### src/rtl/trp_pkg.sv
package trp_pkg;

  typedef enum logic [2:0] {
    K_PLR,   // plain read of one plane
    K_PLW,   // plain write of one plane
    K_TLW,   // tile stamp write
    K_RMW,   // masked tile blend
    K_CMP    // colour compare read
  } acc_kind_t;

  typedef enum logic [1:0] {
    S_IDLE,
    S_RD,
    S_USE,
    S_WR
  } seq_state_t;

  function automatic acc_kind_t decode_kind(input logic en, input logic blend,
                                            input logic we);
    if (!en)   return we ? K_PLW : K_PLR;
    if (blend) return we ? K_RMW : K_PLR;
    return we ? K_TLW : K_CMP;
  endfunction

  function automatic logic kind_reads(input acc_kind_t k);
    return (k == K_PLR) || (k == K_RMW) || (k == K_CMP);
  endfunction

  function automatic logic kind_returns(input acc_kind_t k);
    return (k == K_PLR) || (k == K_CMP);
  endfunction

endpackage

### src/rtl/trp_rst_sync.sv
module trp_rst_sync #(
  parameter int STAGES = 2
) (
  input  logic clk,
  input  logic rst_n,
  output logic rst_sync_n
);
  logic [STAGES-1:0] sync_q;

  always_ff @(posedge clk or negedge rst_n) begin
    if (!rst_n) sync_q <= '0;
    else        sync_q <= {sync_q[STAGES-2:0], 1'b1};
  end

  assign rst_sync_n = sync_q[STAGES-1];
endmodule

### src/rtl/trp_plane_alu.sv
module trp_plane_alu #(
  parameter int PLANES = 4,
  parameter int BW     = 8
) (
  input  logic [PLANES*BW-1:0] old_planes,
  input  logic [PLANES*BW-1:0] tiles,
  input  logic [BW-1:0]        data,
  input  logic [PLANES-1:0]    inh,
  output logic [PLANES*BW-1:0] merged,
  output logic [BW-1:0]        match
);
  logic [PLANES-1:0][BW-1:0] diff;
  logic [BW-1:0]             any_diff;

  for (genvar p = 0; p < PLANES; p++) begin : g_plane
    assign merged[p*BW +: BW] = (old_planes[p*BW +: BW] & ~data) |
                                (data & tiles[p*BW +: BW]);
    assign diff[p] = inh[p] ? '0 : (old_planes[p*BW +: BW] ^ tiles[p*BW +: BW]);
  end

  always_comb begin
    any_diff = '0;
    for (int p = 0; p < PLANES; p++) any_diff = any_diff | diff[p];
  end

  assign match = ~any_diff;
endmodule

### src/rtl/trp_seq.sv
module trp_seq
  import trp_pkg::*;
#(
  parameter int PLANES = 4,
  parameter int BW     = 8,
  parameter int OFS_W  = 15,
  parameter int CPU_AW = 17
) (
  input  logic                  clk,
  input  logic                  rst_n,
  input  logic [7:0]            mode,
  input  logic                  cpu_req,
  input  logic                  cpu_we,
  input  logic                  cpu_word,
  input  logic [CPU_AW-1:0]     cpu_addr,
  input  logic                  cpu_page,
  input  logic [2*BW-1:0]       cpu_wdata,
  input  logic [PLANES*BW-1:0]  tiles,
  input  logic [PLANES*BW-1:0]  mem_rdata,
  input  logic [PLANES*BW-1:0]  alu_merged,
  input  logic [BW-1:0]         alu_match,
  output logic [BW-1:0]         alu_data,
  output logic [PLANES-1:0]     alu_inh,
  output logic                  busy,
  output logic                  rvalid,
  output logic [2*BW-1:0]       rdata,
  output logic                  mem_re,
  output logic                  mem_we,
  output logic [OFS_W:0]        mem_addr,
  output logic [PLANES-1:0]     mem_be,
  output logic [PLANES*BW-1:0]  mem_wdata,
  output logic                  dirty_we,
  output logic [OFS_W-1:0]      dirty_addr,
  output logic [1:0]            dirty_pg
);
  localparam int PSEL_W = $clog2(PLANES);
  localparam int DW     = 2 * BW;

  seq_state_t          state_q, state_n;
  acc_kind_t           kind_q, kind_n, kind_dec;
  logic [PLANES-1:0]   inh_q, inh_n;
  logic [PSEL_W-1:0]   psel_q, psel_n;
  logic [OFS_W-1:0]    ofs_q, ofs_n, cur_ofs;
  logic                page_q, page_n, word_q, word_n, hi_q, hi_n;
  logic [DW-1:0]       wd_q, wd_n, rdata_q, rdata_n;
  logic [BW-1:0]       lo_q, lo_n, rbyte;
  logic                rvalid_q, rvalid_n;
  logic                unused_mode;

  assign unused_mode = ^mode[5:4];
  assign kind_dec    = decode_kind(mode[7], mode[6], cpu_we);
  assign cur_ofs     = ofs_q + OFS_W'(hi_q);
  assign alu_data    = hi_q ? wd_q[DW-1:BW] : wd_q[BW-1:0];
  assign alu_inh     = inh_q;
  assign rbyte       = (kind_q == K_CMP) ? alu_match : mem_rdata[psel_q*BW +: BW];

  always_comb begin
    state_n  = state_q;
    kind_n   = kind_q;
    inh_n    = inh_q;
    psel_n   = psel_q;
    ofs_n    = ofs_q;
    page_n   = page_q;
    word_n   = word_q;
    hi_n     = hi_q;
    wd_n     = wd_q;
    lo_n     = lo_q;
    rdata_n  = rdata_q;
    rvalid_n = 1'b0;
    case (state_q)
      S_IDLE: if (cpu_req) begin
        kind_n  = kind_dec;
        inh_n   = mode[PLANES-1:0];
        psel_n  = cpu_addr[OFS_W +: PSEL_W];
        ofs_n   = cpu_addr[OFS_W-1:0];
        page_n  = cpu_page;
        word_n  = cpu_word;
        wd_n    = cpu_wdata;
        hi_n    = 1'b0;
        state_n = kind_reads(kind_dec) ? S_RD : S_WR;
      end
      S_RD: state_n = S_USE;
      default: begin
        if (kind_returns(kind_q) && !hi_q) lo_n = rbyte;
        if (word_q && !hi_q) begin
          hi_n    = 1'b1;
          state_n = kind_reads(kind_q) ? S_RD : S_WR;
        end else begin
          state_n = S_IDLE;
          if (kind_returns(kind_q)) begin
            rvalid_n = 1'b1;
            rdata_n  = word_q ? {rbyte, lo_q} : {{BW{1'b0}}, rbyte};
          end
        end
      end
    endcase
  end

  always_ff @(posedge clk or negedge rst_n) begin
    if (!rst_n) begin
      state_q  <= S_IDLE;
      kind_q   <= K_PLR;
      inh_q    <= '0;
      psel_q   <= '0;
      ofs_q    <= '0;
      page_q   <= 1'b0;
      word_q   <= 1'b0;
      hi_q     <= 1'b0;
      wd_q     <= '0;
      lo_q     <= '0;
      rdata_q  <= '0;
      rvalid_q <= 1'b0;
    end else begin
      state_q  <= state_n;
      kind_q   <= kind_n;
      inh_q    <= inh_n;
      psel_q   <= psel_n;
      ofs_q    <= ofs_n;
      page_q   <= page_n;
      word_q   <= word_n;
      hi_q     <= hi_n;
      wd_q     <= wd_n;
      lo_q     <= lo_n;
      rdata_q  <= rdata_n;
      rvalid_q <= rvalid_n;
    end
  end

  always_comb begin
    case (kind_q)
      K_PLW:   mem_wdata = {PLANES{alu_data}};
      K_TLW:   mem_wdata = tiles;
      default: mem_wdata = alu_merged;
    endcase
    mem_be = (kind_q == K_PLW) ? (PLANES'(1) << psel_q) : ~inh_q;
  end

  assign busy       = (state_q != S_IDLE);
  assign mem_re     = (state_q == S_RD);
  assign mem_we     = (state_q == S_WR) || ((state_q == S_USE) && (kind_q == K_RMW));
  assign mem_addr   = {page_q, cur_ofs};
  assign dirty_we   = mem_we;
  assign dirty_addr = cur_ofs;
  assign dirty_pg   = page_q ? 2'b10 : 2'b01;
  assign rvalid     = rvalid_q;
  assign rdata      = rdata_q;
endmodule

### src/rtl/tile_raster_unit.sv
module tile_raster_unit #(
  parameter int PLANES = 4,
  parameter int BW     = 8,
  parameter int OFS_W  = 15,
  parameter int CPU_AW = 17
) (
  input  logic                 clk,
  input  logic                 rst_n,
  input  logic                 mode_we,
  input  logic [7:0]           mode_wdata,
  input  logic                 tile_we,
  input  logic [1:0]           tile_sel,
  input  logic [BW-1:0]        tile_wdata,
  input  logic                 cpu_req,
  input  logic                 cpu_we,
  input  logic                 cpu_word,
  input  logic [CPU_AW-1:0]    cpu_addr,
  input  logic                 cpu_page,
  input  logic [2*BW-1:0]      cpu_wdata,
  output logic                 busy,
  output logic                 rvalid,
  output logic [2*BW-1:0]      rdata,
  output logic                 mem_re,
  output logic                 mem_we,
  output logic [OFS_W:0]       mem_addr,
  output logic [PLANES-1:0]    mem_be,
  output logic [PLANES*BW-1:0] mem_wdata,
  input  logic [PLANES*BW-1:0] mem_rdata,
  output logic                 dirty_we,
  output logic [OFS_W-1:0]     dirty_addr,
  output logic [1:0]           dirty_pg,
  output logic [1:0]           disp_chg,
  input  logic [1:0]           disp_ack
);
  logic                  rst_i_n;
  logic [7:0]            mode_q, mode_n;
  logic [PLANES*BW-1:0]  tile_q, tile_n;
  logic [1:0]            disp_q, disp_n;
  logic [PLANES*BW-1:0]  alu_merged;
  logic [BW-1:0]         alu_match, alu_data;
  logic [PLANES-1:0]     alu_inh;

  trp_rst_sync #(.STAGES(2)) u_rst (.clk(clk), .rst_n(rst_n), .rst_sync_n(rst_i_n));

  always_comb begin
    mode_n = mode_we ? mode_wdata : mode_q;
    disp_n = (disp_q & ~disp_ack) | (dirty_we ? dirty_pg : 2'b00);
  end

  for (genvar p = 0; p < PLANES; p++) begin : g_tile
    assign tile_n[p*BW +: BW] = (tile_we && (tile_sel == 2'(p))) ? tile_wdata
                                                                 : tile_q[p*BW +: BW];
  end

  always_ff @(posedge clk or negedge rst_i_n) begin
    if (!rst_i_n) begin
      mode_q <= '0;
      tile_q <= '0;
      disp_q <= '0;
    end else begin
      mode_q <= mode_n;
      tile_q <= tile_n;
      disp_q <= disp_n;
    end
  end

  assign disp_chg = disp_q;

  trp_plane_alu #(.PLANES(PLANES), .BW(BW)) u_alu (
    .old_planes(mem_rdata), .tiles(tile_q), .data(alu_data), .inh(alu_inh),
    .merged(alu_merged), .match(alu_match)
  );

  trp_seq #(.PLANES(PLANES), .BW(BW), .OFS_W(OFS_W), .CPU_AW(CPU_AW)) u_seq (
    .clk(clk), .rst_n(rst_i_n), .mode(mode_q),
    .cpu_req(cpu_req), .cpu_we(cpu_we), .cpu_word(cpu_word), .cpu_addr(cpu_addr),
    .cpu_page(cpu_page), .cpu_wdata(cpu_wdata), .tiles(tile_q), .mem_rdata(mem_rdata),
    .alu_merged(alu_merged), .alu_match(alu_match), .alu_data(alu_data), .alu_inh(alu_inh),
    .busy(busy), .rvalid(rvalid), .rdata(rdata), .mem_re(mem_re), .mem_we(mem_we),
    .mem_addr(mem_addr), .mem_be(mem_be), .mem_wdata(mem_wdata),
    .dirty_we(dirty_we), .dirty_addr(dirty_addr), .dirty_pg(dirty_pg)
  );
endmodule

### config.mk
export PLATFORM = sky130hd
export DESIGN_NAME = tile_raster_unit
export DESIGN_NICKNAME = d
export VERILOG_FILES = /design/src/rtl/trp_pkg.sv /design/src/rtl/trp_rst_sync.sv /design/src/rtl/trp_plane_alu.sv /design/src/rtl/trp_seq.sv /design/src/rtl/tile_raster_unit.sv
export SDC_FILE = /design/constraint.sdc
export NUM_CORES = 1
export LEC_CHECK = 0
export BUFFER_PORTS_ARGS = -buffer_cell sky130_fd_sc_hd__buf_2
export CELL_PAD_IN_SITES_DETAIL_PLACEMENT = 0
export CELL_PAD_IN_SITES_GLOBAL_PLACEMENT = 2
export CORE_ASPECT_RATIO = 0.9
export CORE_MARGIN = 1
export CORE_UTILIZATION = 35
export CTS_CLUSTER_DIAMETER = 100
export DETAILED_ROUTE_END_ITERATION = 8
export PLACE_DENSITY_LB_ADDON = 0.1
export SLEW_MARGIN = 20
export SYNTH_ARGS = -nofsm -noshare
export SYNTH_HDL_FRONTEND = slang
export SYNTH_SLANG_ARGS = --single-unit
### constraint.sdc
create_clock -name clk -period 9.4 [get_ports clk]
set_input_delay 0.94 -clock clk [delete_from_list [all_inputs] [get_ports clk]]
set_output_delay 0.94 -clock clk [all_outputs]
set_load 0.02 [all_outputs]
==> After elaboration in Yosys (flattened, before gate mapping) <==
Index checks and enable logic that the tools add are counted.
Widths: inputs -> output; s select.
{ "word_totals": {"inputBits": 93, "reg_bits": 114, "output_inout_bits": 92, "elab_cells": 119} }
{ "classes": {"n_addsub": 1, "bitwise": 28, "n_eq_ne": 13, "shift": 2, "reduce_logical": 25, "n_mux": 31} }
{ "op_table": {"columns": ["cell", "n"], "rows": [
  ["$and 8x8->8", 8],
  ["$pmux 32 s2", 1],
  ["$or 8x8->8", 7],
  ["$mux 8", 6],
  ["$shiftx 32x6->8", 1],
  ["$xor 8x8->8", 4],
  ["$mux 16", 1],
  ["$not 8->8", 2],
  ["$add 15x1->15", 1],
  ["$mux 3", 5],
  ["$mux 2", 7],
  ["$eq 3x2->1 const B", 3],
  ["$eq 2x2->1 const B", 4],
  ["$mux 1", 8],
  ["$logic_and 1x1->1", 7],
  ["$eq 3x3->1 const B", 2],
  ["$logic_not 3->1", 2],
  ["$logic_or 1x1->1", 6],
  ["$reduce_and 3->1", 2],
  ["$eq 2x1->1 const B", 2],
  ["$logic_not 2->1", 2],
  ["$mux 4", 1],
  ["$not 4->4", 1],
  ["$pmux 2 s2", 1],
  ["other kinds (12)", 16]
]} }

==> Longest topological paths before layout <==
{ "logic_depth": {"ltp_word": 11, "depth_mapped": 7, "depth_no_buf": 5} }

==> Cells and area by module <==
From an unflattened synthesis, not the netlist that was laid out.
{ "unflattened": {"cells_unflattened": 627, "area_unflattened_um2": 6465.0} }
{ "modules_own_cells": {"columns": ["mod", "area_per_inst_um2", "cells_each", "n_inst", "seq_area_each_um2"], "rows": [
  ["trp_seq", 4038.9, 439, 1, 1751.7],
  ["tile_raster_unit", 1581.5, 93, 1, 1051.0],
  ["trp_plane_alu", 790.8, 92, 1, 0.0],
  ["trp_rst_sync", 53.8, 3, 1, 50.0]
]} }

==> Worst setup path before layout <==
Ideal clock, no wire load.
{ "synth_path": {"path_type": "register to output", "start": "reg u_seq.hi_q", "end": "out mem_addr[14]", "n_path_buf": 2, "required_ns": 8.460, "path_stages_with_launch": 8, "path_slack_ns": 6.596, "arrival_ns": 1.864, "path_cell_list": "dfrtp_1 > ha_1 > ha_1 > clkbuf_1 > nand3_1 > nor3_1 > xor2_1 > buf_4"} }
{ "synth_between": {"elab_chain_len": 1} }
{ "synth_lines": {"columns": ["element", "line_no", "text"], "rows": [
  ["start, declared", "trp_seq.sv:44", "logic page_q, page_n, word_q, word_n, hi_q, hi_n;"],
  ["start signal, assigned", "trp_seq.sv:121", "hi_q <= hi_n;"],
  ["$add 15x1->15", "trp_seq.sv:52", "assign cur_ofs = ofs_q + OFS_W'(hi_q);"],
  ["end, declared", "tile_raster_unit.sv:25", "output logic [OFS_W:0] mem_addr,"]
]} }
No other way between the ends.

==> Worst setup path after layout <==
{ "layout_path": {"start": "reg u_seq.hi_q", "end": "out mem_wdata[31]"} }
{ "layout_between": {"elab_chain_len": 5, "word_cells_on_any_way": 6, "cone_classes": "mux (2); bitwise (4)"} }
{ "layout_lines": {"columns": ["element", "line_no", "text"], "rows": [
  ["$mux 8 *", "trp_seq.sv:53", "assign alu_data = hi_q ? wd_q[DW-1:BW] : wd_q[BW-1:0];"],
  ["$not 8->8", "trp_plane_alu.sv:16", "assign merged[p*BW +: BW] = (old_planes[p*BW +: BW] & ~data) |"],
  ["$and 8x8->8", "trp_plane_alu.sv:16", null],
  ["$or 8x8->8", "trp_plane_alu.sv:16", null],
  ["$pmux 32 s2 *", "trp_seq.sv:130", "case (kind_q)"],
  ["end, declared", "tile_raster_unit.sv:27", "output logic [PLANES*BW-1:0] mem_wdata,"]
]} }
Mark *: on every way between the ends. The rest lies on a longest branch, timed or not.

==> out/metrics.yaml <==
sta:
  timing.final.crit_share_pct: 40.5
  clock_skew_ns: 0.0105
  max_slew_margin_pct: 26.8
  fin_ws_ns: 5.60
  finalSetupViolations: 0
  min_period_ns: 3.80
  rsz0062_at_grt: "false"
  hold_viol: 0
  tns_ns: 0
  worst_pin_slew_ns: 1.10
  slew_viol_final: 0
  fmax_mhz: 263
worst_setup_path:
  path_max_fanout: 17
  crit_required_ns: 8.46
  reg2reg_from: "u_seq.kind_q[2]"
  cp-startpoint: "u_seq.hi_q"
  path_class: "reg -> out"
  worstSetupEndpointType: "primary output"
  start_kind: "flip-flop"
  cp.arrival_ns: 2.86
grt:
  grt_use_total_pct: 20.7
  grt_pass1_wl_mm: 33.0
  grt_pass1_vias: 5902
  antenna_found_initial: 4
  gr-total-overflow: 0
  grt_max_degree: 75
logic_synthesis:
  syn-instance-count: 754
  netlist_area_um2: 7110
  synth_largest_area_cell: "dfrtp_1"
  synth_common_cells: "nand2_1, dfrtp_1, mux2_2"
  synth_edf_count: 0
  synth.distinct_cells: 48
  synthArstFlopShare_pct: 100
  ys.flop_type: "dfrtp_1"
  synth_area_leaders: "dfrtp_1, mux2_2, nand2_1"
  seq_area_frac_synth_pct: 39.4
  synth_top_area_share_pct: 39.4
  synth_area_per_cell_um2: 9.44
  synth.most_common_cell: "nand2_1"
  synth-seq-cells: 112
  syn_nets: 849
  ys_warn_count: 0
final_layout:
  area_growth_pct: 16.9
  final_layout_size_suffix_gt1_share_pct: 32.0
  layout.nets: 974
  final-instance-count-excl-fill: 1141
  final_util_pct: 41.7
  fin_area_um2: 8320
clocking:
  clockRootBuffer: "clkbuf_16"
  clkLatencyLatePin_ns: 0.36
  clk_path_buf_depth: 2
  ctsHoldBuffers: 0
  clk_pin_slew_ns: 0.08
  cts_sinks: 112
  cts_buffers: 9
  cts_tree: "yes"
  post_cts_buffers: 0
  cts_resized: 0
  htreeDepth: 3
detailed_routing:
  drc: 24
  drt_iter0_markers: 442
  drtPass1Iterations: 7
  vias: 6229
  drt-wirelength-per-cell_um: 18.8
  wl_mm: 21.5
  postRouteAntennaNets: 0
  via_per_inst: 5.46
power_and_ir_drop:
  vdd_drop_max_uv: 119
  p_per_area_nw_per_um2: 373
  p_leak_nw: 3.77
job:
  drv_cap: 0
die:
  die_h_um: 137
  coreArea_um2: 19900
  initial_core_util_pct: 35.7
  std_cell_rows: 49
  die_area_um2: 20900
  io_pins: 185
  dieWidth_um: 152
place:
  portBuffers: 182
  place_inst: 1123
  place_area_um2: 8000
  place_hpwl_mm: 14.7
  gp_congestion: 0.775
  post-place-ws_ns: 5.73
run_status:
  violations: "design-rule violations"
  status: "finished, violations left"
hold_path:
  hold_path_class: "reg -> async"
routing by layer:
layer / track usage [%] / routed length (um) / vias up
met5: 0 / 22 / -
met4: 5.78 / 314 / 4
met3: 3.77 / 980 / 24
met2: 32.9 / 9660 / 152
met1: 28.9 / 10500 / 3075
li1: - / - / 2974
path summary, 6_finish.rpt:
kind / to / depth (start not counted) / slack [ns]
min in group clk: u_rst.sync_q[1] / 0 / 0.36
worst max register to register: u_seq.lo_q[3] / 4 / 6.69
worst min-delay path: u_seq.ofs_q[9] / 0 / 0.30
max in group asynchronous: u_seq.kind_q[0] / 1 / 7.69
worst min register to register: u_seq.ofs_q[9] / 0 / 0.30
worst max-delay path: mem_wdata[31] / 5 / 5.60
logic make-up after synthesis:
kind of cell | count (synthesis) | share of synthesized area [%]
simple gates | 265 | 18.2
xor+xnor | 45 | 5.54
mux | 62 | 11.2
buf+inv | 85 | 6.42
fa+ha+maj | 2 | 0.352
other cells | 1 | 0.0527
flops | 112 | 39.4
compound gates | 182 | 18.8
critical path, cell delays in order (launching register included):
cell and delay, ns:
dfrtp_1 0.89, mux2i_2 0.77, nor3_1 0.20, o21ai_0 0.23, o211ai_1 0.18, buf_2 0.22
state kept, by name, summed over array words and instances (netlist names):
register and count:
u_seq.psel_q 2, u_seq.alu_inh 4, u_seq.wd_q 16, disp_chg 2
u_rst.sync_q 2, u_seq.kind_q 3, mode_q 6, u_seq.hi_q 1
u_seq.rdata 16, u_seq.lo_q 8, tile_q 32, u_seq.page_q 1
u_seq.ofs_q 15, u_seq.rvalid 1, u_seq.state_q 2, u_seq.word_q 1
through the flow:
stage          hold slack (ns)  power, mW
6_report                 0.304       3.10
3_5_place_dp             0.314       2.72
3_3_place_gp             0.307       2.68
2_1_floorplan            0.331       2.21
5_1_grt                  0.327       3.33
4_1_cts                  0.323       3.12
area by class of cell:
| type | instances | area [um2] |
|---|---|---|
| tap | 255 | 319 |
| clock inverter | 6 | 68.8 |
| antenna | 2 | 5.00 |
| fill | 1989 | 11600 |
| clock buffer | 10 | 229 |
| sequential | 112 | 2810 |
| timing repair buffer | 191 | 978 |
| inverter | 8 | 30.0 |
| multi-input combinational | 557 | 3880 |
cells in the final DEF (no fill, tap or decap), types with 18 or more instances in the layout:
cell      count
nand2_1     138
xnor2_1      43
nor2b_1      32
dfrtp_1     110
o211ai_1     32
buf_2       182
o22ai_1      18
a32oi_1      31
o21ai_0      39
a31oi_1      31
mux2_2       46
and3_1       35
where the power goes:
group	internal (mW)	switching (mW)	total, mW
sequential	0.656	0.219	0.875
combinational	0.678	1.16	1.84
clock	0.208	0.182	0.390
total	1.54	1.56	3.10
(Power assumes the default switching activity.)
